==> config.mk <==
export PLATFORM = sky130hd
export DESIGN_NAME = twostage_wdog
export DESIGN_NICKNAME = d
export VERILOG_FILES = /design/src/rtl/wdog_pkg.sv /design/src/rtl/wdog_decode.sv /design/src/rtl/wdog_stage.sv /design/src/rtl/wdog_regs.sv /design/src/rtl/twostage_wdog.sv
export SDC_FILE = /design/constraint.sdc
export NUM_CORES = 1
export LEC_CHECK = 0
export BUFFER_PORTS_ARGS = -buffer_cell sky130_fd_sc_hd__buf_2
export CAP_MARGIN = 15
export CORE_UTILIZATION = 40
export DETAILED_ROUTE_END_ITERATION = 6
export GPL_TIMING_DRIVEN = 0
export PLACE_DENSITY = 0.66
export RECOVER_POWER = 25
export SLEW_MARGIN = 20
export SYNTH_ARGS = -nofsm -noshare
export SYNTH_HDL_FRONTEND = slang
export SYNTH_SLANG_ARGS = --single-unit
==> constraint.sdc <==
create_clock -name clk -period 8.3 [get_ports clk]
set_input_delay 0.83 -clock clk [delete_from_list [all_inputs] [get_ports clk]]
set_output_delay 0.83 -clock clk [all_outputs]
set_load 0.05 [all_outputs]
==> src/rtl/wdog_pkg.sv <==
package wdog_pkg;
  localparam int unsigned CNT_W  = 64;
  localparam int unsigned WORD_W = 32;
  localparam int unsigned ADDR_W = 12;

  // control frame offsets
  localparam logic [ADDR_W-1:0] OFS_CTRL   = 12'h000;
  localparam logic [ADDR_W-1:0] OFS_TMO_LO = 12'h008;
  localparam logic [ADDR_W-1:0] OFS_TMO_HI = 12'h00C;
  localparam logic [ADDR_W-1:0] OFS_CMP_LO = 12'h010;
  localparam logic [ADDR_W-1:0] OFS_CMP_HI = 12'h014;
  // both frames
  localparam logic [ADDR_W-1:0] OFS_IDENT  = 12'hFCC;
  // service frame
  localparam logic [ADDR_W-1:0] OFS_SVC    = 12'h000;

  localparam int unsigned BIT_EN  = 0;
  localparam int unsigned BIT_ST1 = 1;
  localparam int unsigned BIT_ST2 = 2;

  typedef enum logic [2:0] {
    SEL_NONE,
    SEL_CTRL,
    SEL_TMO_LO,
    SEL_TMO_HI,
    SEL_CMP_LO,
    SEL_CMP_HI,
    SEL_IDENT,
    SEL_SVC
  } reg_sel_e;
endpackage

==> src/rtl/wdog_decode.sv <==
module wdog_decode
  import wdog_pkg::*;
(
  input  logic              frame,
  input  logic [ADDR_W-1:0] addr,
  output reg_sel_e          sel
);
  always_comb begin
    sel = SEL_NONE;
    if (addr[1:0] == 2'b00) begin
      if (frame) begin
        case (addr)
          OFS_CTRL:   sel = SEL_CTRL;
          OFS_TMO_LO: sel = SEL_TMO_LO;
          OFS_TMO_HI: sel = SEL_TMO_HI;
          OFS_CMP_LO: sel = SEL_CMP_LO;
          OFS_CMP_HI: sel = SEL_CMP_HI;
          OFS_IDENT:  sel = SEL_IDENT;
          default:    sel = SEL_NONE;
        endcase
      end else begin
        case (addr)
          OFS_SVC:   sel = SEL_SVC;
          OFS_IDENT: sel = SEL_IDENT;
          default:   sel = SEL_NONE;
        endcase
      end
    end
  end
endmodule

==> src/rtl/wdog_stage.sv <==
module wdog_stage (
  input  logic clk,
  input  logic rst_n,
  input  logic hit,
  input  logic clr_stage,
  output logic st1,
  output logic st2,
  output logic rearm
);
  // a servicing write takes priority over an expiry on the same edge
  assign rearm = hit && !st1 && !clr_stage;

  always_ff @(posedge clk or negedge rst_n) begin
    if (!rst_n) begin
      st1 <= 1'b0;
      st2 <= 1'b0;
    end else if (clr_stage) begin
      st1 <= 1'b0;
      st2 <= 1'b0;
    end else if (hit) begin
      if (!st1) st1 <= 1'b1;
      else      st2 <= 1'b1;
    end
  end
endmodule

==> src/rtl/wdog_regs.sv <==
module wdog_regs
  import wdog_pkg::*;
#(
  parameter int unsigned TMO_W  = 48,
  parameter logic [31:0] ID_VAL = 32'h0001_5A3B
) (
  input  logic              clk,
  input  logic              rst_n,
  input  logic              req,
  input  logic              we,
  input  reg_sel_e          sel,
  input  logic [WORD_W-1:0] wdata,
  input  logic [CNT_W-1:0]  sys_cnt,
  input  logic              rearm,
  input  logic              st1,
  input  logic              st2,
  output logic              en,
  output logic [CNT_W-1:0]  cmp,
  output logic              clr_stage,
  output logic [WORD_W-1:0] rdata
);
  localparam int unsigned TMO_HI_W = TMO_W - WORD_W;

  logic                wr, rd;
  logic                en_d;
  logic [WORD_W-1:0]   tmo_lo_q, tmo_lo_d;
  logic [TMO_HI_W-1:0] tmo_hi_q, tmo_hi_d;
  logic [CNT_W-1:0]    reload_val;

  assign wr = req && we;
  assign rd = req && !we;
  assign clr_stage = wr && (sel inside {SEL_CTRL, SEL_TMO_LO, SEL_TMO_HI, SEL_SVC});

  always_comb begin
    en_d     = en;
    tmo_lo_d = tmo_lo_q;
    tmo_hi_d = tmo_hi_q;
    if (wr && sel == SEL_CTRL)   en_d     = wdata[BIT_EN];
    if (wr && sel == SEL_TMO_LO) tmo_lo_d = wdata;
    if (wr && sel == SEL_TMO_HI) tmo_hi_d = wdata[TMO_HI_W-1:0];
  end

  assign reload_val = sys_cnt + CNT_W'({tmo_hi_d, tmo_lo_d});

  always_ff @(posedge clk or negedge rst_n) begin
    if (!rst_n) begin
      en       <= 1'b0;
      tmo_lo_q <= '0;
      tmo_hi_q <= '0;
      cmp      <= '0;
    end else begin
      en       <= en_d;
      tmo_lo_q <= tmo_lo_d;
      tmo_hi_q <= tmo_hi_d;
      if (wr && sel == SEL_CMP_LO)            cmp[WORD_W-1:0]     <= wdata;
      else if (wr && sel == SEL_CMP_HI)       cmp[CNT_W-1:WORD_W] <= wdata;
      else if ((clr_stage && en_d) || rearm)  cmp                 <= reload_val;
    end
  end

  always_comb begin
    rdata = '0;
    if (rd) begin
      case (sel)
        SEL_CTRL: begin
          rdata[BIT_EN]  = en;
          rdata[BIT_ST1] = st1;
          rdata[BIT_ST2] = st2;
        end
        SEL_TMO_LO: rdata = tmo_lo_q;
        SEL_TMO_HI: rdata = WORD_W'(tmo_hi_q);
        SEL_CMP_LO: rdata = cmp[WORD_W-1:0];
        SEL_CMP_HI: rdata = cmp[CNT_W-1:WORD_W];
        SEL_IDENT:  rdata = ID_VAL;
        default:    rdata = '0;
      endcase
    end
  end
endmodule

==> src/rtl/twostage_wdog.sv <==
module twostage_wdog
  import wdog_pkg::*;
#(
  parameter int unsigned TMO_W  = 48,
  parameter logic [31:0] ID_VAL = 32'h0001_5A3B
) (
  input  logic              clk,
  input  logic              rst_n,
  input  logic [CNT_W-1:0]  sys_cnt,
  input  logic              bus_req,
  input  logic              bus_we,
  input  logic              bus_frame,
  input  logic [ADDR_W-1:0] bus_addr,
  input  logic [WORD_W-1:0] bus_wdata,
  output logic [WORD_W-1:0] bus_rdata,
  output logic              wdt_irq,
  output logic              wdt_rst_req
);
  reg_sel_e         sel;
  logic             ctl_en, clr_stage, rearm, hit, st1, st2;
  logic [CNT_W-1:0] cmp_val;

  wdog_decode u_dec (
    .frame (bus_frame),
    .addr  (bus_addr),
    .sel   (sel)
  );

  wdog_regs #(.TMO_W(TMO_W), .ID_VAL(ID_VAL)) u_regs (
    .clk       (clk),
    .rst_n     (rst_n),
    .req       (bus_req),
    .we        (bus_we),
    .sel       (sel),
    .wdata     (bus_wdata),
    .sys_cnt   (sys_cnt),
    .rearm     (rearm),
    .st1       (st1),
    .st2       (st2),
    .en        (ctl_en),
    .cmp       (cmp_val),
    .clr_stage (clr_stage),
    .rdata     (bus_rdata)
  );

  // greater-or-equal so a count already past the compare still fires
  assign hit = ctl_en && (sys_cnt >= cmp_val);

  wdog_stage u_stage (
    .clk       (clk),
    .rst_n     (rst_n),
    .hit       (hit),
    .clr_stage (clr_stage),
    .st1       (st1),
    .st2       (st2),
    .rearm     (rearm)
  );

  assign wdt_irq     = st1;
  assign wdt_rst_req = st2;
endmodule

### Word level (Yosys, flattened, before mapping)

Cells that the tools add are included.

* add/sub/neg operators: 1
* order comparisons: 1
* equal/unequal tests: 13
* muxes and demuxes: 19
* bitwise operators: 1
* reduce and logical (&&, ||, !) cells: 26

Operators with widths (count)
* $mux 32: 5
* $pmux 29 s5: 1
* $add 64x48->64: 1
* $ge 64x64->1: 1
* $mux 64: 1
* $pmux 3 s6: 2
* $eq 12x4->1 const B: 2
* $eq 12x5->1 const B: 2
* $mux 16: 1
* $eq 12x12->1 const B: 1
* $eq 3x3->1 const B: 4
* $logic_and 1x1->1: 12
* $logic_not 12->1: 1
* $reduce_bool 2->1: 4
* $eq 3x2->1 const B: 2
* $mux 1: 6
* $mux 3: 2
* $pmux 3 s2: 1
* $reduce_and 2->1: 3
* $reduce_bool 4->1: 1
* $eq 3x1->1 const B: 1
* $logic_not 1->1: 3
* $logic_not 2->1: 1
* $ne 2x1->1 const B: 1
* other kinds (2): 2

* flip-flop bits (word level): 115

### Logic depth before layout (Yosys ltp)

* word-level depth: 13
* mapped depth: 24

### Hierarchy

From an unflattened synthesis, not the netlist that was laid out.

* cells, all modules: 1317
* area total of the unflattened synthesis: 10628.9 um^2

By module, submodules not included
* wdog_regs: instances 1, cells an instance 1059, area an instance 8797.2 um^2
* twostage_wdog: instances 1, cells an instance 231, area an instance 1607.8 um^2
* wdog_decode: instances 1, cells an instance 20, area an instance 145.1 um^2
* wdog_stage: instances 1, cells an instance 7, area an instance 78.8 um^2

### Worst setup path after synthesis

OpenSTA, ideal clock, no wires.

* path type: input to register
* start: input port bus_addr[7]
* end: register u_regs.cmp[60]
* arrival time: 5.677 ns
* data required time: 8.217 ns
* path slack: 2.540 ns
* cell stages on the path: 22
* buffers on the path: 4
* path through: nor4_1 -> nand2_1 -> o22ai_1 -> and3_1 -> clkbuf_1 -> nor2b_1 -> nor2b_1 -> clkbuf_1 -> buf_2 -> mux2_2 -> ha_1 -> clkbuf_1 -> and2_1 -> nand3_1 -> nor3_1 -> nand2_1 -> a211oi_1 -> o211ai_1 -> a211o_1 -> nor4bb_1 -> mux2_2 -> o21ai_0

RTL lines
* start: declaration: line twostage_wdog.sv:13 `input logic [ADDR_W-1:0] bus_addr,`
* $eq 12x12->1, or another cell as far along: line wdog_decode.sv:12, wdog_decode.sv:22
* $pmux 3 s6 or $pmux 3 s2 (tied branches): line wdog_decode.sv:12, wdog_decode.sv:22
* $mux 3 *: line wdog_decode.sv:11 `if (frame) begin`
* $mux 3 *: line wdog_decode.sv:10 `if (addr[1:0] == 2'b00) begin`
* $eq 3x2->1 *: line wdog_regs.sv:39 `if (wr && sel == SEL_TMO_LO) tmo_lo_d = wdata;`
* $logic_and 1x1->1 *: line wdog_regs.sv:39
* $mux 32 *: line wdog_regs.sv:39
* named net u_regs.tmo_lo_d[19]: line wdog_regs.sv:26 `logic [WORD_W-1:0] tmo_lo_q, tmo_lo_d;`
* $add 64x48->64 *: line wdog_regs.sv:43 `assign reload_val = sys_cnt + CNT_W'({tmo_hi_d, tmo_lo_d});`
* $mux 64 *: line wdog_regs.sv:57 `else if ((clr_stage && en_d) || rearm) cmp <= reload_val;`
* $mux 32 *: line wdog_regs.sv:56 `else if (wr && sel == SEL_CMP_HI) cmp[CNT_W-1:WORD_W] <= wdata;`
* end signal: indexed assignment: line wdog_regs.sv:55 `if (wr && sel == SEL_CMP_LO) cmp[WORD_W-1:0] <= wdata;`
* end signal: indexed assignment: line wdog_regs.sv:56
* end signal: assignment: line wdog_regs.sv:57
* end: declaration: line wdog_regs.sv:18 `output logic [CNT_W-1:0] cmp,`

Mark *: on every way through the listed nets, which the timed path passes. The rest lies on a longest branch. The select of a mux whose other input is x is not followed.
A chain may end at the register's enable or synchronous reset.

### Worst setup path in the final report

* start: input port bus_addr[6]
* end: register u_regs.cmp[44]

The elaborated chain is that of the path after synthesis.

==> impl_summary.md <==
Outcome
The run finished, with violations left. The final reports fail on design-rule violations, max-capacitance violations, max-slew violations.

Hold path
The number of stages on the worst hold path is 2. The endpoint of the worst hold-timing path is u_regs.cmp[62]. The worst hold path begins at u_regs.cmp[62]. The min-delay analysis places its worst path in the category flop to flop.

Clock tree
TritonCTS built the clock tree. The depth of the CTS H-tree is 4. For the worst-skew pair, the clock arrives at the later sink with an insertion delay of roughly 430 ps.

The clock-pin slew on the worst setup and hold paths is roughly 60 ps. The number of hold buffers added after cts is 0. The number of buffers on the longest clock path is 2. TritonCTS created 17 clock buffers. The tree built by TritonCTS fans out to 115 sinks. The root buffer selected by CTS is clkbuf_16. The post-CTS resize count is 0. The post-CTS setup buffer count is 0.

Power
The fraction of power spent switching nets is 0.2621. The analysis attributes to cell leakage a power of 5.677 nW. Of the total power, combinational logic draws 0.115. The share of total power dissipated in the clock network is 0.525. The sequential group share of total power is 0.360. In this run the power spent charging and discharging nets is ~410 µW.

The completed layout was analyzed and its total power is ~1.6 mW. The internal power summed over all cells is 1.155 mW. The peak supply drop is between 100 and 150 µV.

The total power density per cell area is between 100 and 150 nW/µm².

GRT
The overflow left after global routing is 0. The global-route track usage on met1 is 0.3984. met2 is the most crowded layer. The global-route total usage across every layer is 0.2957. The met2 layer usage reported by global route is 0.4645. The number of antenna violations at the first check in global routing came to 0.

The number of global-route vias before repair is roughly 10k. For met3 alone, demand over resource in global routing was 0.04872. The largest net degree at the start of global routing is 65. The wire length of the first global-routing pass is 59.33 mm.

Timing
After routing, the total negative slack on setup checks comes to 0 ps. Setup repair after global routing left no endpoint under its margin. Measured against its own limit, the worst slew margin works out to -1.451. The number of setup violations in the final report is 0.

The final worst slack is between 400 and 500 ps. Of the available clock period, the critical path in the final layout requires 0.9512. The highest attainable clock frequency is 126.7 MHz. The final hold violation count was 0. Between clock sinks in the finished design, the worst skew comes to around 12 ps.

The number of max-slew violations in the final report is ~120. The slew at the pin closest to its max-slew limit is about 3700 ps. The smallest clock period supported by the final layout is computed as a little under 8000 ps. The hold slack is 518.2 ps.

Layout
The multi-input combinational cells in the finished layout cover a total of 7111 µm². The fraction of layout cells with a size suffix above 1 is 0.1816. Across the whole layout, storage elements account for 2878 µm². The finished cells cover 12390 µm².

The number of antenna repair diodes is 0. The end-of-flow core utilization is 0.4768. The area growth from synthesis to layout is 17.05%. The final standard cell count with taps included and fillers excluded is between 1.5k and 2k. The filler cell count in the final layout is 2593. The count of nets after finishing is about 1.7k.

Worst setup path
The critical path is of the input port to flop type. The number of cells on the worst reg-to-reg path is 13. For the worst setup path, the data arrival time is 8160 ps. The worst setup path is launched from an input port.

The type of destination of the critical path is a flop. The worst register-to-register path ends at u_regs.cmp[45]. The startpoint identified for the worst register-to-register timing path is u_regs.tmo_lo_q[19]. STA puts the critical path data required time at approximately 8600 ps.

The largest driver fanout on the critical path is 10. In this run the register-to-register setup slack is between 3000 and 4000 ps.

Place
Counting tap cells, the placed design contains a total of ~1.7k instances. The number of port buffers is around 150. The congestion estimate from routability-driven global placement came to about 0.95. OpenSTA, run right after detailed placement, puts the worst setup slack at ~300 ps. The placed standard-cell area is between 10000 and 15000 µm². The wire-length estimate of the detail-placed layout is around 31 mm.

Synth
The cell type with the largest total area after synthesis is dfrtp_1. The post-synthesis cell count is 1253. By area the synthesized netlist is led by dfrtp_1 27%, ha_1 14%, mux2_2 5.7%. The synthesized netlist occupies a cell area of 10590 µm². During synthesis, Yosys emitted a total of 0 warnings.

The fraction of synthesized cell area taken by the top area cell type is 0.2719. The prevailing post-synth register cell is dfrtp_1. Of all flip-flops after synthesis, the portion carrying an async set or reset was 1.000. A synthesized cell averages roughly 8.4 µm². The commonest cells after synthesis are 119 x ha_1, 119 x nand2_1, 115 x dfrtp_1, 101 x a21oi_1, 97 x nor2_1.

The number of enable flip-flop cells after synthesis is 0. In this run, synthesis produced a sequential element count of approximately 120. Synthesis instantiated between 70 and 80 different standard cells from the library. Counting every net in the synthesized netlist gives 1486.

The share of the Yosys chip area taken by registers is 0.2719.

Die
The initialized floorplan defines roughly 60 standard-cell rows. The region available for standard cell placement spans 25980 µm². The initial cell density of the core is 0.4074.

The die is roughly 160 µm wide. between 100 and 150 I/O pins were placed. The die outline area is around 27000 µm². In this run the vertical extent of the chip is 164.7 µm.

Routing
After detailed routing, the number of remaining DRC violations is 4. Summing over every cut layer, the via total after detailed routing is around 11k. The total wire length after detailed routing is approximately 40 mm. Before antenna repair, the detailed router went through 7 iterations. The detail route stage leaves a number of antenna-violating nets equal to 0. The average wire length per cell after detail routing is between 20 and 25 µm. The detailed router finished its first iteration with 1281 violations. The number of vias per cell after detailed routing is 6.071.

Run
Max-cap violations in this run came to 2.
==> registers in the layout (all words and copies together), names as in the netlist <==
signal / count
u_regs.en: 1
u_stage.st1: 1
u_regs.cmp: 64
u_regs.tmo_lo_q: 32
u_stage.st2: 1
u_regs.tmo_hi_q: 16
==> worst max-delay path by stage <==
stage / cells after the start / endpoint / startpoint / slack (ps)
6_report: 24 / u_regs.cmp[44] / bus_addr[6] / 410
5_1_grt: 23 / u_regs.cmp[45] / bus_addr[6] / 70
4_1_cts: 23 / u_regs.cmp[45] / bus_addr[6] / 700
3_5_place_dp: 23 / u_regs.cmp[45] / bus_addr[6] / 300
3_3_place_gp: 23 / u_regs.cmp[45] / bus_addr[6] / 360
2_1_floorplan: 22 / u_regs.cmp[60] / bus_addr[7] / 2540
==> layout make-up <==
type                            count  area share
Buffer                             59     0.02232
Clock buffer                       20     0.03767
Clock inverter                     12     0.01444
Inverter                           87     0.02636
Multi-Input combinational cell    992      0.5739
Sequential cell                   115      0.2323
Tap cell                          335     0.03383
Timing Repair Buffer              147     0.05918
==> power groups by stage <==
stage / clock (mW) / combinational, mW / sequential, mW
after floorplan: 0 / 0.0890 / 0.573
after global placement: 0 / 0.174 / 0.573
final: 0.822 / 0.181 / 0.563
after CTS: 0.820 / 0.180 / 0.563
after detailed placement: 0 / 0.179 / 0.573
after global routing: 0.842 / 0.199 / 0.563
==> layer usage <==
| layer | vias up | wire (µm) |
|---|---|---|
| met3 | 88 | 3433 |
| met2 | 535 | 17880 |
| li1 | 4961 | - |
| met1 | 5144 | 17070 |
| met5 | - | 0 |
| met4 | 0 | 1414 |
==> worst max-delay path: stages <==
cell	delay (ps)
buf_2	100
nor4_1	370
nand2_1	290
o22ai_1	220
and3_1	180
clkbuf_1	500
nor2b_1	630
nor2b_1	210
clkbuf_1	400
buf_2	490
mux2_2	410
ha_1	200
inv_1	70
fa_1	210
nor2b_1	80
o211ai_1	240
nand3b_1	220
a21o_1	310
a311oi_1	910
o31ai_1	350
a211oi_1	500
o41ai_1	170
xnor2_1	170
o21ai_0	90
==> placed cells by master (no fill, tap or decap), drive strengths merged, types with 17 or more instances in the layout <==
cell,netlist,layout
nand4,30,30
xnor2,36,36
a21oi,102,102
nand3,30,30
nor3,17,17
xor2,17,17
buf,16,161
clkbuf,43,65
a22oi,17,17
mux2i,38,38
a222oi,21,21
inv,87,87
nor2,98,98
ha,119,119
o21ai,86,86
dfrtp,115,115
nand2,119,119
a21o,26,26
mux2,55,55
==> logic make-up (layout without fill, tap and decap cells) <==
kind of cell    after synthesis  after routing  synth area share
compound gates              366            366            0.2284
simple gates                360            360            0.1619
buf+inv                     146            325           0.05697
fa+ha+maj                   120            120            0.1426
flops                       115            115            0.2719
mux                          93             93           0.09444
xor+xnor                     53             53           0.04385
(Power assumes the default switching activity.)
